**config.mk**
```make
export PLATFORM = sky130hd
export DESIGN_NAME = pseg_walker
export DESIGN_NICKNAME = d
export VERILOG_FILES = /design/src/rtl/pseg_pkg.sv /design/src/rtl/pseg_split.sv /design/src/rtl/pseg_pte_decode.sv /design/src/rtl/pseg_sdw_check.sv /design/src/rtl/pseg_walk_fsm.sv /design/src/rtl/pseg_walker.sv
export SDC_FILE = /design/constraint.sdc
export NUM_CORES = 1
export LEC_CHECK = 0
export BUFFER_PORTS_ARGS = -buffer_cell sky130_fd_sc_hd__buf_2
export CAP_MARGIN = 40
export CORE_MARGIN = 3
export CORE_UTILIZATION = 24
export DETAILED_ROUTE_END_ITERATION = 12
export GPL_TIMING_DRIVEN = 1
export REMOVE_ABC_BUFFERS = 1
export SETUP_SLACK_MARGIN = 0.02
export SLEW_MARGIN = 40
export SYNTH_ARGS = -nofsm -noshare
export SYNTH_HDL_FRONTEND = slang
export SYNTH_HIERARCHICAL = 1
export SYNTH_SLANG_ARGS = --single-unit
```
**constraint.sdc**
```tcl
create_clock -name clk -period 2.2 [get_ports clk]
set_clock_uncertainty 0.05 [all_clocks]
set_input_delay 0.22 -clock clk [delete_from_list [all_inputs] [get_ports clk]]
set_output_delay 0.22 -clock clk [all_outputs]
set_load 0.005 [all_outputs]
```
**src/rtl/pseg_pkg.sv**
```systemverilog
package pseg_pkg;
    localparam int PAGE_W  = 10;
    localparam int DATA_W  = 64;
    localparam int PTE_VLD = 63;

    typedef enum logic [2:0] {
        FC_NONE      = 3'd0,
        FC_DS_PAGE   = 3'd1,
        FC_TBL_BOUND = 3'd2,
        FC_SEG_MISS  = 3'd3,
        FC_SEG_BOUND = 3'd4,
        FC_ACCESS    = 3'd5,
        FC_DATA_PAGE = 3'd6
    } fault_e;

    typedef enum logic [2:0] {
        ST_IDLE, ST_PT_DS, ST_SDW, ST_PT_SEG, ST_DONE, ST_FAULT
    } state_e;

    typedef struct packed {
        logic        missing;
        logic [2:0]  perm;
        logic [23:0] len;
        logic [23:0] org;
    } sdw_t;

    function automatic sdw_t unpack_sdw(input logic [DATA_W-1:0] w);
        return sdw_t'(w[51:0]);
    endfunction
endpackage

```
**src/rtl/pseg_split.sv**
```systemverilog
module pseg_split
    import pseg_pkg::*;
#(
    parameter int IDX_W = 12
) (
    input  logic [IDX_W-1:0]        idx,
    output logic [IDX_W-PAGE_W-1:0] page,
    output logic [PAGE_W-1:0]       word
);
    assign page = idx[IDX_W-1:PAGE_W];
    assign word = idx[PAGE_W-1:0];
endmodule

```
**src/rtl/pseg_pte_decode.sv**
```systemverilog
module pseg_pte_decode
    import pseg_pkg::*;
#(
    parameter int FRAME_W = 14
) (
    input  logic [DATA_W-1:0]  entry,
    output logic               valid,
    output logic [FRAME_W-1:0] frame
);
    assign valid = entry[PTE_VLD];
    assign frame = entry[FRAME_W-1:0];
endmodule

```
**src/rtl/pseg_sdw_check.sv**
```systemverilog
module pseg_sdw_check
    import pseg_pkg::*;
#(
    parameter int OFS_W   = 18,
    parameter int PADDR_W = 24
) (
    input  logic [DATA_W-1:0]  word,
    input  logic [OFS_W-1:0]   ofs,
    input  logic [2:0]         acc,
    output logic               hit,
    output fault_e             cause,
    output logic [PADDR_W-1:0] pt_org
);
    sdw_t d;
    logic over_len;
    logic denied;

    assign d        = unpack_sdw(word);
    assign over_len = 24'(ofs) >= d.len;
    assign denied   = (acc & ~d.perm) != 3'b000;
    assign pt_org   = PADDR_W'(d.org);

    always_comb begin
        hit   = 1'b1;
        cause = FC_NONE;
        if (d.missing)     cause = FC_SEG_MISS;
        else if (over_len) cause = FC_SEG_BOUND;
        else if (denied)   cause = FC_ACCESS;
        else               hit   = 1'b0;
    end
endmodule

```
**src/rtl/pseg_walk_fsm.sv**
```systemverilog
module pseg_walk_fsm
    import pseg_pkg::*;
#(
    parameter int SEG_W   = 12,
    parameter int OFS_W   = 18,
    parameter int PADDR_W = 24,
    localparam int FRAME_W = PADDR_W - PAGE_W
) (
    input  logic               clk,
    input  logic               rst_n,
    input  logic [PADDR_W-1:0] dbr_pt_origin,
    input  logic [SEG_W:0]     dbr_len,
    input  logic               req_valid,
    output logic               req_ready,
    input  logic [SEG_W-1:0]   req_seg,
    input  logic [OFS_W-1:0]   req_ofs,
    input  logic [2:0]         req_acc,
    output logic               mem_req,
    output logic [PADDR_W-1:0] mem_addr,
    input  logic               mem_rvalid,
    input  logic               pte_valid,
    input  logic [FRAME_W-1:0] pte_frame,
    input  logic               sdw_hit,
    input  fault_e             sdw_cause,
    input  logic [PADDR_W-1:0] sdw_pt_org,
    output logic [OFS_W-1:0]   ofs_cur,
    output logic [2:0]         acc_cur,
    output logic               done_valid,
    output logic [PADDR_W-1:0] done_paddr,
    output logic               fault_valid,
    output logic [2:0]         fault_cause,
    output logic [1:0]         fault_step
);
    state_e state_q, state_d;

    logic [SEG_W-1:0]   seg_q;
    logic [OFS_W-1:0]   ofs_q;
    logic [2:0]         acc_q;
    logic [PADDR_W-1:0] dorg_q;
    logic [PADDR_W-1:0] sorg_q;
    logic [FRAME_W-1:0] frame_q;
    logic [PADDR_W-1:0] paddr_q;
    fault_e             cause_q;
    logic [1:0]         step_q;
    logic               wait_q;

    logic [SEG_W-PAGE_W-1:0] seg_pg;
    logic [PAGE_W-1:0]       seg_wd;
    logic [OFS_W-PAGE_W-1:0] ofs_pg;
    logic [PAGE_W-1:0]       ofs_wd;

    pseg_split #(.IDX_W(SEG_W)) u_seg_split (.idx(seg_q), .page(seg_pg), .word(seg_wd));
    pseg_split #(.IDX_W(OFS_W)) u_ofs_split (.idx(ofs_q), .page(ofs_pg), .word(ofs_wd));

    logic accept;
    logic out_of_table;
    logic resp;

    assign accept       = (state_q == ST_IDLE) && req_valid;
    assign out_of_table = {1'b0, req_seg} >= dbr_len;
    assign resp         = wait_q && mem_rvalid;

    // next-state logic
    always_comb begin
        state_d = state_q;
        unique case (state_q)
            ST_IDLE:   if (req_valid) state_d = out_of_table ? ST_FAULT : ST_PT_DS;
            ST_PT_DS:  if (resp) state_d = pte_valid ? ST_SDW : ST_FAULT;
            ST_SDW:    if (resp) state_d = sdw_hit ? ST_FAULT : ST_PT_SEG;
            ST_PT_SEG: if (resp) state_d = pte_valid ? ST_DONE : ST_FAULT;
            ST_DONE:   state_d = ST_IDLE;
            ST_FAULT:  state_d = ST_IDLE;
            default:   state_d = ST_IDLE;
        endcase
    end

    // state register
    always_ff @(posedge clk or negedge rst_n) begin
        if (!rst_n) state_q <= ST_IDLE;
        else        state_q <= state_d;
    end

    // walk datapath
    always_ff @(posedge clk or negedge rst_n) begin
        if (!rst_n) begin
            seg_q   <= '0;
            ofs_q   <= '0;
            acc_q   <= '0;
            dorg_q  <= '0;
            sorg_q  <= '0;
            frame_q <= '0;
            paddr_q <= '0;
            cause_q <= FC_NONE;
            step_q  <= '0;
            wait_q  <= 1'b0;
        end else begin
            if (mem_req) wait_q <= 1'b1;
            else if (resp) wait_q <= 1'b0;
            unique case (state_q)
                ST_IDLE: if (accept) begin
                    seg_q  <= req_seg;
                    ofs_q  <= req_ofs;
                    acc_q  <= req_acc;
                    dorg_q <= dbr_pt_origin;
                    if (out_of_table) begin
                        cause_q <= FC_TBL_BOUND;
                        step_q  <= 2'd0;
                    end
                end
                ST_PT_DS: if (resp) begin
                    frame_q <= pte_frame;
                    if (!pte_valid) begin
                        cause_q <= FC_DS_PAGE;
                        step_q  <= 2'd1;
                    end
                end
                ST_SDW: if (resp) begin
                    sorg_q <= sdw_pt_org;
                    if (sdw_hit) begin
                        cause_q <= sdw_cause;
                        step_q  <= 2'd2;
                    end
                end
                ST_PT_SEG: if (resp) begin
                    if (pte_valid) paddr_q <= {pte_frame, ofs_wd};
                    else begin
                        cause_q <= FC_DATA_PAGE;
                        step_q  <= 2'd3;
                    end
                end
                default: ;
            endcase
        end
    end

    // outputs
    always_comb begin
        req_ready   = (state_q == ST_IDLE);
        done_valid  = (state_q == ST_DONE);
        fault_valid = (state_q == ST_FAULT);
        mem_req     = 1'b0;
        mem_addr    = '0;
        unique case (state_q)
            ST_PT_DS: begin
                mem_req  = !wait_q;
                mem_addr = dorg_q + PADDR_W'(seg_pg);
            end
            ST_SDW: begin
                mem_req  = !wait_q;
                mem_addr = {frame_q, seg_wd};
            end
            ST_PT_SEG: begin
                mem_req  = !wait_q;
                mem_addr = sorg_q + PADDR_W'(ofs_pg);
            end
            default: ;
        endcase
    end

    assign done_paddr  = paddr_q;
    assign fault_cause = cause_q;
    assign fault_step  = step_q;
    assign ofs_cur     = ofs_q;
    assign acc_cur     = acc_q;
endmodule

```
**src/rtl/pseg_walker.sv**
```systemverilog
module pseg_walker
    import pseg_pkg::*;
#(
    parameter int SEG_W   = 12,
    parameter int OFS_W   = 18,
    parameter int PADDR_W = 24
) (
    input  logic               clk,
    input  logic               rst_n,
    input  logic [PADDR_W-1:0] dbr_pt_origin,
    input  logic [SEG_W:0]     dbr_len,
    input  logic               req_valid,
    output logic               req_ready,
    input  logic [SEG_W-1:0]   req_seg,
    input  logic [OFS_W-1:0]   req_ofs,
    input  logic [2:0]         req_acc,
    output logic               mem_req,
    output logic [PADDR_W-1:0] mem_addr,
    input  logic               mem_rvalid,
    input  logic [63:0]        mem_rdata,
    output logic               done_valid,
    output logic [PADDR_W-1:0] done_paddr,
    output logic               fault_valid,
    output logic [2:0]         fault_cause,
    output logic [1:0]         fault_step
);
    localparam int FRAME_W = PADDR_W - PAGE_W;

    logic               pte_valid;
    logic [FRAME_W-1:0] pte_frame;
    logic               sdw_hit;
    fault_e             sdw_cause;
    logic [PADDR_W-1:0] sdw_pt_org;
    logic [OFS_W-1:0]   ofs_cur;
    logic [2:0]         acc_cur;

    pseg_pte_decode #(.FRAME_W(FRAME_W)) u_pte (
        .entry(mem_rdata), .valid(pte_valid), .frame(pte_frame)
    );

    pseg_sdw_check #(.OFS_W(OFS_W), .PADDR_W(PADDR_W)) u_sdw (
        .word(mem_rdata), .ofs(ofs_cur), .acc(acc_cur),
        .hit(sdw_hit), .cause(sdw_cause), .pt_org(sdw_pt_org)
    );

    pseg_walk_fsm #(.SEG_W(SEG_W), .OFS_W(OFS_W), .PADDR_W(PADDR_W)) u_fsm (
        .clk(clk), .rst_n(rst_n),
        .dbr_pt_origin(dbr_pt_origin), .dbr_len(dbr_len),
        .req_valid(req_valid), .req_ready(req_ready),
        .req_seg(req_seg), .req_ofs(req_ofs), .req_acc(req_acc),
        .mem_req(mem_req), .mem_addr(mem_addr), .mem_rvalid(mem_rvalid),
        .pte_valid(pte_valid), .pte_frame(pte_frame),
        .sdw_hit(sdw_hit), .sdw_cause(sdw_cause), .sdw_pt_org(sdw_pt_org),
        .ofs_cur(ofs_cur), .acc_cur(acc_cur),
        .done_valid(done_valid), .done_paddr(done_paddr),
        .fault_valid(fault_valid), .fault_cause(fault_cause), .fault_step(fault_step)
    );
endmodule

```
# Yosys cells after proc, flatten, opt, wreduce, memory -nomap -nowiden
# Index checks and enable logic that the tools add are counted.
[op_classes]
n_reduce_logical = 14
order_cmp = 2
mux = 37
n_addsub = 2
bitwise = 2
n_eq_ne = 14
[op_table]
columns = ["op", "count"]
rows = [
  ["24-bit case mux with 3 select lines", 1],
  ["3-bit two-way mux", 18],
  ["24-bit by 2-bit adder with 24-bit output", 1],
  ["24-bit by 8-bit adder with 24-bit output", 1],
  ["18-bit by 24-bit >= comparator with 1-bit output", 1],
  ["3-bit case mux with 4 select lines", 2],
  ["2-bit two-way mux", 8],
  ["12-bit by 13-bit >= comparator with 1-bit output", 1],
  ["2-bit by 1-bit != test with 1-bit output, second input constant", 6],
  ["9-bit AND reduction", 1],
  ["2-bit case mux with 4 select lines", 1],
  ["1-bit two-way mux", 7],
  ["3-bit by 2-bit == test with 1-bit output, second input constant", 2],
  ["3-bit == test, second input constant", 2],
  ["2-bit != test, second input constant", 3],
  ["2-bit AND reduction", 3],
  ["4-bit AND reduction", 1],
  ["4-bit nonzero test", 1],
  ["3-bit AND", 1],
  ["3-bit by 1-bit == test with 1-bit output, second input constant", 1],
  ["3-bit logical NOT", 1],
  ["3-bit NOT", 1],
  ["3-bit AND reduction", 1],
  ["3-bit nonzero test", 1],
  ["4 further kinds", 5],
]
[word_totals]
reg_bits = 128
input_bits = 138
word_cells = 82

# Logic depth before layout (Yosys ltp)
# Gate-level depths: netlist of the first run.
[depth]
depth_word = 9
ltp_mapped = 11
depth_no_buf = 11

# Hierarchy
# Netlist of the first run, hierarchy kept.
[by_module_without_submodules]
columns = ["mod", "area_each_um2", "cells_per_inst", "n_inst", "seq_area_each_um2"]
rows = [
  ["pseg_walk_fsm", 6867.8, 596, 1, 3203.1],
  ["pseg_sdw_check", 721.9, 97, 1, 0.0],
  ["pseg_split at u_fsm.u_ofs_split", 135.1, 18, 1, 0.0],
  ["pseg_pte_decode", 112.6, 15, 1, 0.0],
  ["pseg_split at u_fsm.u_seg_split", 90.1, 12, 1, 0.0],
]

# Worst setup path after synthesis of the first run
# OpenSTA, ideal clock, no wires.
[synth_path]
kind = "reg2out"
from = "register u_fsm.ofs_q[10] (netlist: u_fsm/ofs_cur[10])"
to = "output mem_addr[14]"
stages_incl_launch_ff = 9
n_path_buf = 1
arrival_ns = 2.178
slack_ns = -0.248
cell_sequence = "dfrtp_1 > buf_4 > ha_1 > fa_1 > a211oi_1 > o211ai_1 > and4bb_2 > xnor2_1 > o21ai_0"
[synth_between]
elab_chain_len = 2
[synth_lines]
columns = ["item", "line", "rtl"]
rows = [
  ["from (decl)", "pseg_walk_fsm.sv:37", "logic [OFS_W-1:0] ofs_q;"],
  ["from (signal assigned)", "pseg_walk_fsm.sv:102", "ofs_q <= req_ofs;"],
  ["24-bit by 8-bit adder with 24-bit output", "pseg_walk_fsm.sv:154", "mem_addr = sorg_q + PADDR_W'(ofs_pg);"],
  ["24-bit case mux with 3 select lines", "pseg_walk_fsm.sv:143", "unique case (state_q)"],
  ["to (decl)", "pseg_walker.sv:18", "output logic [PADDR_W-1:0] mem_addr,"],
]
# Every way passes these cells.

# Final worst setup path of the first run
[layout_path]
from = "register u_fsm.seg_q[10]"
to = "output mem_addr[14]"
[layout_between]
elab_chain_len = 2
[layout_lines]
columns = ["item", "line", "rtl"]
rows = [
  ["from (decl)", "pseg_walk_fsm.sv:36", "logic [SEG_W-1:0] seg_q;"],
  ["from (signal assigned)", "pseg_walk_fsm.sv:101", "seg_q <= req_seg;"],
  ["24-bit by 2-bit adder with 24-bit output", "pseg_walk_fsm.sv:146", "mem_addr = dorg_q + PADDR_W'(seg_pg);"],
  ["24-bit case mux with 3 select lines", "pseg_walk_fsm.sv:143", ""],
]
# Every way passes these cells.

==> results.md, run 1 <==
- Detailed Routing Iterations Pass 1: 4
- Root Driver: clkbuf_16
- Final nets: 1203
- Sw power: 6.62 mW
- Worst-Margin Slew: 0.503 ns
- Worst setup margin: -0.665 ns
- Die area: 0.0352 mm²
- DR DRC count: 0
- Ys Warns: 6
- Worst Hold Class: primary input to flip-flop
- Share of layout cells above drive strength 1: 52.4%
- CTS buffer count: 17
- Final min period: 2.86 ns
- Sequential fraction of the synthesis area: 40.4%
- Chip height: 188 µm
- Top-level I/O count: 195
- Number of register bits inferred by synthesis: 128
- Number of synthesized flops with an enable pin: 0
- Post-DP HPWL: 19200 µm
- Period Utilization, post-route: 130%
- Syn Area/Cell: 10.7 µm²
- Largest net degree at the start of global routing: 50
- Clock Power Share: 18.2%
- Placer's final routability congestion estimate: 0.868
- WL/cell: 17.2 µm
- R2r worst-path depth: 12
- Max-slew violations: 0
- Worst EP required: 1.93 ns
- Sw Share: 38.8%
- Leakage Power: 5.28 nW
- Synthesized area: 0.00793 mm²
- Hold Vio Cnt, Final: 0
- Clk pin slew, worst setup/hold paths: 0.06 ns
- Commonest non-fill, non-tap cells in the layout: 179 x buf_2, 125 x dfrtp_1, 117 x mux2_2, 85 x buf_4, 68 x dlygate4sd3_1
- Critical Path Max Stage Delay: 0.36 ns
- Via density: 4.51
- Crit path max fanout: 3
- Top_reg_cell synth: dfrtp_1
- Post-Route WL: 25400 µm
- Rel. slew slack: 66.5%
- Initial core utilization: 24.7%
- Initial antenna violation count: 5
- Critical path origin: u_fsm/seg_q[10]
- Die width: 188 µm
- Internal Power: 10.4 mW
- RSZ-0062 raised after global routing: true
- Logic pwr share: 55.5%
- Synth area leaders: dfrtp_1 40%, mux2_2 17%, buf_4 7.0%
- Final Setup Violations: 29
- Via count: 6652
- Reg-to-reg critical path endpoint: u_fsm/fault_cause[0]
- Slowest cell on crit path: dfrtp_1
- Filler cells: 3241
- Crit path arrival time: 2.59 ns
- Area growth syn-to-layout: 48.0%
- Violated checks: negative setup slack
- Maximum clock frequency: 0.349 GHz
- Max Cap Viol: 0
- Crit end category: output port
- CP Launch Type: flip-flop
- Post-synthesis async set-or-reset flop share: 100%
- PortBufs: 183
- Std-Cell Rows: 65
- Remaining Overflow, GRT: 0
- Synthesized instance count: 738
- Worst hold path cell count: 2
- Status: complete, but fails checks
- IR drop worst, VDD: 0.808 mV
- Worst path cell trace: ha_2, inv_2, fa_2, nand4b_1, or3_4, o211a_1, a211oi_2, o21ai_2, buf_2
- Pre-CTS setup slack: -0.575 ns
- Initial drt markers: 285
- Clk Latency, worst-skew pair: 0.43 ns
- R2R Setup Slk: -0.35 ns
- GRT Total Usage: 14.4%
- Hold EP: u_fsm/seg_q[8]
- Cell accounting for the most synthesized area: dfrtp_1
- Post-synth top area share: 40.4%
- CTS sink count: 128
- Clock Tree Buf Depth: 2
- First-pass GRT wire length: 39300 µm
- Htree depth: 4
- Critical R2R Launch: u_fsm/ofs_cur[13]
- Vias in the first global route: 6925
- Commonest non-fill, non-tap cell in the layout: buf_2
- Pwr dens: 1450 mW/mm²
- Core area: 0.0320 mm²
- Sequential share of power: 26.3%
- Kind of critical path: flip-flop to output port
- ANT nets after route: 0
- CTS tree: done
- HP Start: req_seg[8]
- Setup TNS Final: -12.63 ns
- Post-synth cell types: 72
-- final cells by class --
cell class / count / area (µm²) / area share (%)
clock buffer: 18 / 439 / 3.74
antenna: 3 / 7.51 / 0.0640
timing repair buffer: 361 / 2620 / 22.3
inverter: 45 / 173 / 1.47
tap: 435 / 544 / 4.64
multi-input combinational: 470 / 4540 / 38.7
clock inverter: 14 / 204 / 1.74
sequential: 128 / 3210 / 27.3
-- worst max path at each step --
stage	to	slack [ns]
final	mem_addr[14]	-0.66
after global routing	mem_addr[14]	-0.81
after CTS	mem_addr[17]	-0.70
after detailed placement	u_fsm/fault_cause[1]	-0.58
after global placement	u_fsm/fault_cause[1]	-0.52
after floorplan	u_fsm/acc_cur[0]	-0.85
-- cells by family (layout without fill, tap and decap cells) --
kind of cell | count (synthesis) | in the layout | synth area share [%]
mux | 120 | 120 | 17.0
xor+xnor | 35 | 35 | 3.87
simple gates | 157 | 157 | 10.7
other cells | 0 | 3 | 0
fa+ha+maj | 42 | 42 | 6.82
flops | 128 | 128 | 40.4
compound gates | 116 | 116 | 10.8
buf+inv | 140 | 438 | 10.4
-- cell usage after synthesis (8+ instances only) --
master	number
dfrtp_1	128
mux2_2	118
buf_4	74
inv_1	45
ha_1	40
nand2_1	38
nor2_1	31
xor2_1	23
o21ai_0	19
nand3_1	17
a21oi_1	16
xnor2_1	12
clkbuf_1	11
nand4_1	11
a211oi_1	9
buf_2	9
nor3_1	9
o221ai_1	9
o211ai_1	8
-- through the flow --
stage / hold WS [ns] / instances / cell area, µm² / utilization, % / power, mW
after global placement: 0.162 / 1351 / 9510 / 29.7 / 11.9
final: 0.0221 / 1474 / 11700 / 36.6 / 17.0
after floorplan: -0.126 / 643 / 7270 / - / 8.21
after detailed placement: 0.159 / 1351 / 9510 / 29.7 / 12.0
after CTS: 0.00211 / 1464 / 11400 / 35.6 / 16.5
after global routing: 0.00816 / 1474 / 11700 / 36.6 / 18.2
-- state kept, by name, indices dropped and copies added, names as in the netlist, 3 cells and up --
name and count:
u_fsm/acc_cur 3, u_fsm/done_paddr 24, u_fsm/dorg_q 24, u_fsm/fault_cause 3
u_fsm/frame_q 14, u_fsm/ofs_cur 18, u_fsm/seg_q 12, u_fsm/sorg_q 24
u_fsm/state_q 3
-- repair_timing --
action                                  4_1_cts  5_1_grt
resized for setup                            97       45
endpoints found under the setup margin       32       31
hold buffers                                 68        0
setup buffers                                18        9
pin swaps                                    70       59
endpoints found under the hold margin       119        0
gates cloned                                  0        1
-- per-layer routing --
layer	part of all wire, %	track usage (%)
met2	48	23.6
met5	0.079	0
met1	45	18.7
met3	5.1	3.83
met4	1.9	4.59
-- power by group through the flow --
stage	registers [mW]	logic (mW)	clock network [mW]
2_1_floorplan	4.27	3.93	0
3_3_place_gp	4.39	7.51	0
3_5_place_dp	4.43	7.57	0
4_1_cts	4.45	8.86	3.18
5_1_grt	4.66	10.3	3.28
6_report	4.48	9.46	3.09
-- worst max-delay path, delay by kind of cell, from the launching register on --
kind	cells	cell delay, ns
simple gates	2	0.54
flops	1	0.36
compound gates	3	0.55
fa+ha+maj	2	0.53
buf+inv	2	0.18
Power figures use the tool's default switching activity.
==> run 2: changes to the inputs <==
ABC_AREA = 1   (was default)
==> run 2 against run 1 <==
  * The flow still finishes with violations (negative setup slack)
  * Synthesized area grew 6.5%
  * Setup slack better by 0.19 ns
  * Register-to-register slack gained 0.23 ns
  * Sequential share of layout area fell by 0.32 points
  * Sequential power is 3% lower
  * Final area is 1.2% higher
  * Utilization down 2.3 points
  * Global-route usage increased by 0.74 points
  * Critical endpoint is now mem_addr[18]
  * Largest cell class unchanged
  * Largest power group unchanged
  * Highest routed layer is now met4
==> results.md, run 2 <==
- GRT Total Usage: 15.2% (was 14.4%)
- Worst EP required: 1.93 ns (about the same)
- Cell accounting for the most synthesized area: dfrtp_1 (unchanged)
- DP Area: 0.00977 mm² (was 0.00951 mm²)
- Final std cells w/o fill: 1785 (was 1474)
- WL/cell: 16.0 µm (was 17.2 µm)
- List of most frequent post-synthesis cells: 261 x nand2_1, 129 x inv_1, 128 x dfrtp_1 (was 128 x dfrtp_1, 118 x mux2_2, 74 x buf_4)
- IR drop worst, VDD: 0.820 mV (was 0.808 mV)
- Area growth syn-to-layout: 40.6% (was 48.0%)
- Clk pin slew, worst setup/hold paths: 0.06 ns (about the same)
- Commonest non-fill, non-tap cell in the layout: nand2_1 (was buf_2)
- Clock Tree Buf Depth: 2 (unchanged)
- Pwr dens: 1310 mW/mm² (was 1450 mW/mm²)
- RSZ-0062 raised after global routing: true (unchanged)
- Syn Area/Cell: 7.86 µm² (was 10.7 µm²)
- Max layer used: met4 (was met5)
- Number of register bits inferred by synthesis: 128 (unchanged)
- Htree depth: 4 (unchanged)
- Sw Share: 42.7% (was 38.8%)
- Logic pwr share: 55.6% (was 55.5%)
- Top_reg_cell synth: dfrtp_1 (unchanged)
- Rel. slew slack: 58.1% (was 66.5%)
- Worst path cell trace: buf_6, ha_4, a21oi_1, nand2_2, buf_6, nand2_1, nand2_1, nand3_1, nand3_1, nand2_1, buf_2 (was ha_2, inv_2, fa_2, nand4b_1, or3_4, o211a_1, a211oi_2, o21ai_2, buf_2)
- Synthesized instance count: 1075 (was 738)
- Top-level I/O count: 195 (unchanged)
- Crit end category: output port (unchanged)
- Share of layout cells above drive strength 1: 39.9% (was 52.4%)
- Metal-1 WL: 13200 µm (was 11400 µm)
- Worst Hold Class: primary input to flip-flop (unchanged)
- Post-synth top area share: 37.9% (was 40.4%)
- Via count: 7840 (was 6652)
- Post-DP HPWL: 21800 µm (was 19200 µm)
- Sequential fraction of the synthesis area: 37.9% (was 40.4%)
- Post-synthesis async set-or-reset flop share: 100% (unchanged)
- Final nets: 1499 (was 1203)
- ANT nets after route: 0 (unchanged)
- Synthesized area: 0.00845 mm² (was 0.00793 mm²)
- Clock Power Share: 16.6% (was 18.2%)
- CP Launch Type: flip-flop (unchanged)
- DR DRC count: 0 (unchanged)
- Top-count cell post-synth: nand2_1 (was dfrtp_1)
- Power Total: 15.6 mW (was 17.0 mW)
- Internal Power: 8.93 mW (was 10.4 mW)
- Std-Cell Rows: 68 (was 65)
- Crit path max fanout: 3 (unchanged)
- Max Cap Viol: 0 (unchanged)
- Worst setup margin: -0.474 ns (was -0.665 ns)
- Hold Vio Cnt, Final: 0 (unchanged)
- CTS tree: done (unchanged)
- Leakage Power: 5.99 nW (was 5.28 nW)
- Root Driver: clkbuf_16 (unchanged)
- Post-synth cell types: 45 (was 72)
- Worst-Margin Slew: 0.627 ns (was 0.503 ns)
- DR WL met2: 13800 µm (was 12200 µm)
- Initial antenna violation count: 1 (was 5)
- Via density: 4.39 (was 4.51)
- Post-Route WL: 28600 µm (was 25400 µm)
- Violated checks: negative setup slack (unchanged)
- Detailed Routing Iterations Pass 1: 5 (was 4)
- Commonest non-fill, non-tap cells in the layout: 205 x nand2_1, 181 x buf_2, 125 x dfrtp_1, 124 x inv_1, 83 x nor2_1 (was 179 x buf_2, 125 x dfrtp_1, 117 x mux2_2, 85 x buf_4, 68 x dlygate4sd3_1)
- Max-slew violations: 0 (unchanged)
- Final instance area: 0.0119 mm² (was 0.0117 mm²)
- Chip height: 194 µm (was 188 µm)
- Number of synthesized flops with an enable pin: 0 (unchanged)
- Sw power: 6.66 mW (was 6.62 mW)
- Vias in the first global route: 8086 (was 6925)
- Final Setup Violations: 28 (was 29)
- Largest net degree at the start of global routing: 51 (was 50)
- CTS buffer count: 17 (unchanged)
- Period Utilization, post-route: 122% (was 130%)
- Initial drt markers: 345 (was 285)
- Minimum hold slack: 0.0181 ns (was 0.0221 ns)
- First-pass GRT wire length: 44700 µm (was 39300 µm)
- Die width: 194 µm (was 188 µm)
- Final Util: 34.3% (was 36.6%)
- Placed cells: 1682 (was 1351)
- Crit-path most repeated cell: nand2_1
- PortBufs: 183 (unchanged)
- Setup TNS Final: -7.39 ns (was -12.63 ns)
- Status: complete, but fails checks (unchanged)
- Final min period: 2.67 ns (was 2.86 ns)
- Synth area leaders: dfrtp_1 38%, nand2_1 12%, mux2_2 7.9% (was dfrtp_1 40%, mux2_2 17%, buf_4 7.0%)
- Crit path arrival time: 2.40 ns (was 2.59 ns)
- Initial core utilization: 24.4% (was 24.7%)
- Sequential share of power: 27.8% (was 26.3%)
- Placer's final routability congestion estimate: 0.861 (was 0.868)
- Ys Warns: 6 (unchanged)
- Metal3 WL: 1080 µm (was 1310 µm)
- Slowest cell on crit path: dfrtp_1 (unchanged)
- Pre-CTS setup slack: -0.213 ns (was -0.575 ns)
- Clk Latency, worst-skew pair: 0.43 ns (about the same)
- Kind of critical path: flip-flop to output port (unchanged)
- Critical Path Max Stage Delay: 0.40 ns (was 0.36 ns)
- Maximum clock frequency: 0.374 GHz (was 0.349 GHz)
- Core area: 0.0346 mm² (was 0.0320 mm²)
- CTS sink count: 128 (unchanged)
- Die area: 0.0375 mm² (was 0.0352 mm²)
- Remaining Overflow, GRT: 0 (unchanged)
==> run 2: changes by cell type after synthesis, moves of 26 or more <==
| cell | change |
|---|---|
| inv_1 | +84 |
| nand2_1 | +223 |
| nand3_1 | +71 |
| nor2_1 | +67 |
| mux2_2 | -59 |
| o21ai_0 | +26 |
| a21oi_1 | +33 |
==> run 2: routing by layer <==
metal	track usage [%]	vias up
met5	0	-
met4	4.69	0
met2	25.6	179
li1	-	3880
met3	2.91	27
met1	19.7	3754
==> run 2: cell type report <==
class                   instances  area (µm²)
diodes                          1        2.50
clock buffers                  23         488
clock inverters                 6        35.0
fillers                      3595       22800
inverters                     136         515
multi-input cells             717        4850
flip-flops and latches        128        3210
well taps                     455         569
repair buffers                319        2200
==> run 2: power groups by stage <==
stage / Combinational, mW / Sequential, mW / Clock [mW]
after global routing: 9.53 / 4.49 / 2.76
after global placement: 6.69 / 4.24 / 0
final: 8.67 / 4.34 / 2.59
after CTS: 7.89 / 4.32 / 2.69
after detailed placement: 6.75 / 4.29 / 0
after floorplan: 3.91 / 4.05 / 0
==> run 2: critical path: cells and delay by family (launching register included) <==
family	cells	cell delay, ns
adder cells (fa/ha/maj)	1	0.25
AO/OA/AOI/OAI	1	0.37
buffers and inverters	3	0.42
AND/OR/NAND/NOR	6	0.54
flip-flops	1	0.40
==> run 2: cells by family (layout without fill, tap and decap cells) <==
group,count (synthesis),after routing,synth area share (%)
AOI/OAI and AO/OA,112,112,7.23
xor gates and xnor gates,4,4,0.415
adders and majority gates,42,42,6.40
buffers and inverters,230,484,14.2
DFF,128,128,37.9
muxes,64,64,8.53
other,0,1,0
and+or+nand+nor,495,495,25.3
==> run 2: repair_timing <==
action | 4_1_cts | 5_1_grt
buffers inserted | 12 | 9
endpoints found under the hold margin | 100 | 0
hold buffers | 56 | 0
setup endpoints to repair | 28 | 30
pin swaps | 38 | 53
resized for setup | 120 | 97
==> run 2: final timing paths <==
kind	endpoint	cells after the start	from	slack, ns
setup / recovery	mem_addr[18]	11	u_fsm/ofs_cur[15]	-0.47
max in group asynchronous	u_fsm/ofs_cur[16]	3	rst_n	1.16
setup reg to reg	u_fsm/fault_cause[2]	15	u_fsm/ofs_cur[14]	-0.12
min in group asynchronous	u_fsm/dorg_q[11]	2	rst_n	0.26
hold reg to reg	u_fsm/fault_step[0]	2	u_fsm/fault_step[0]	0.43
hold / removal	u_fsm/dorg_q[22]	3	dbr_pt_origin[22]	0.02
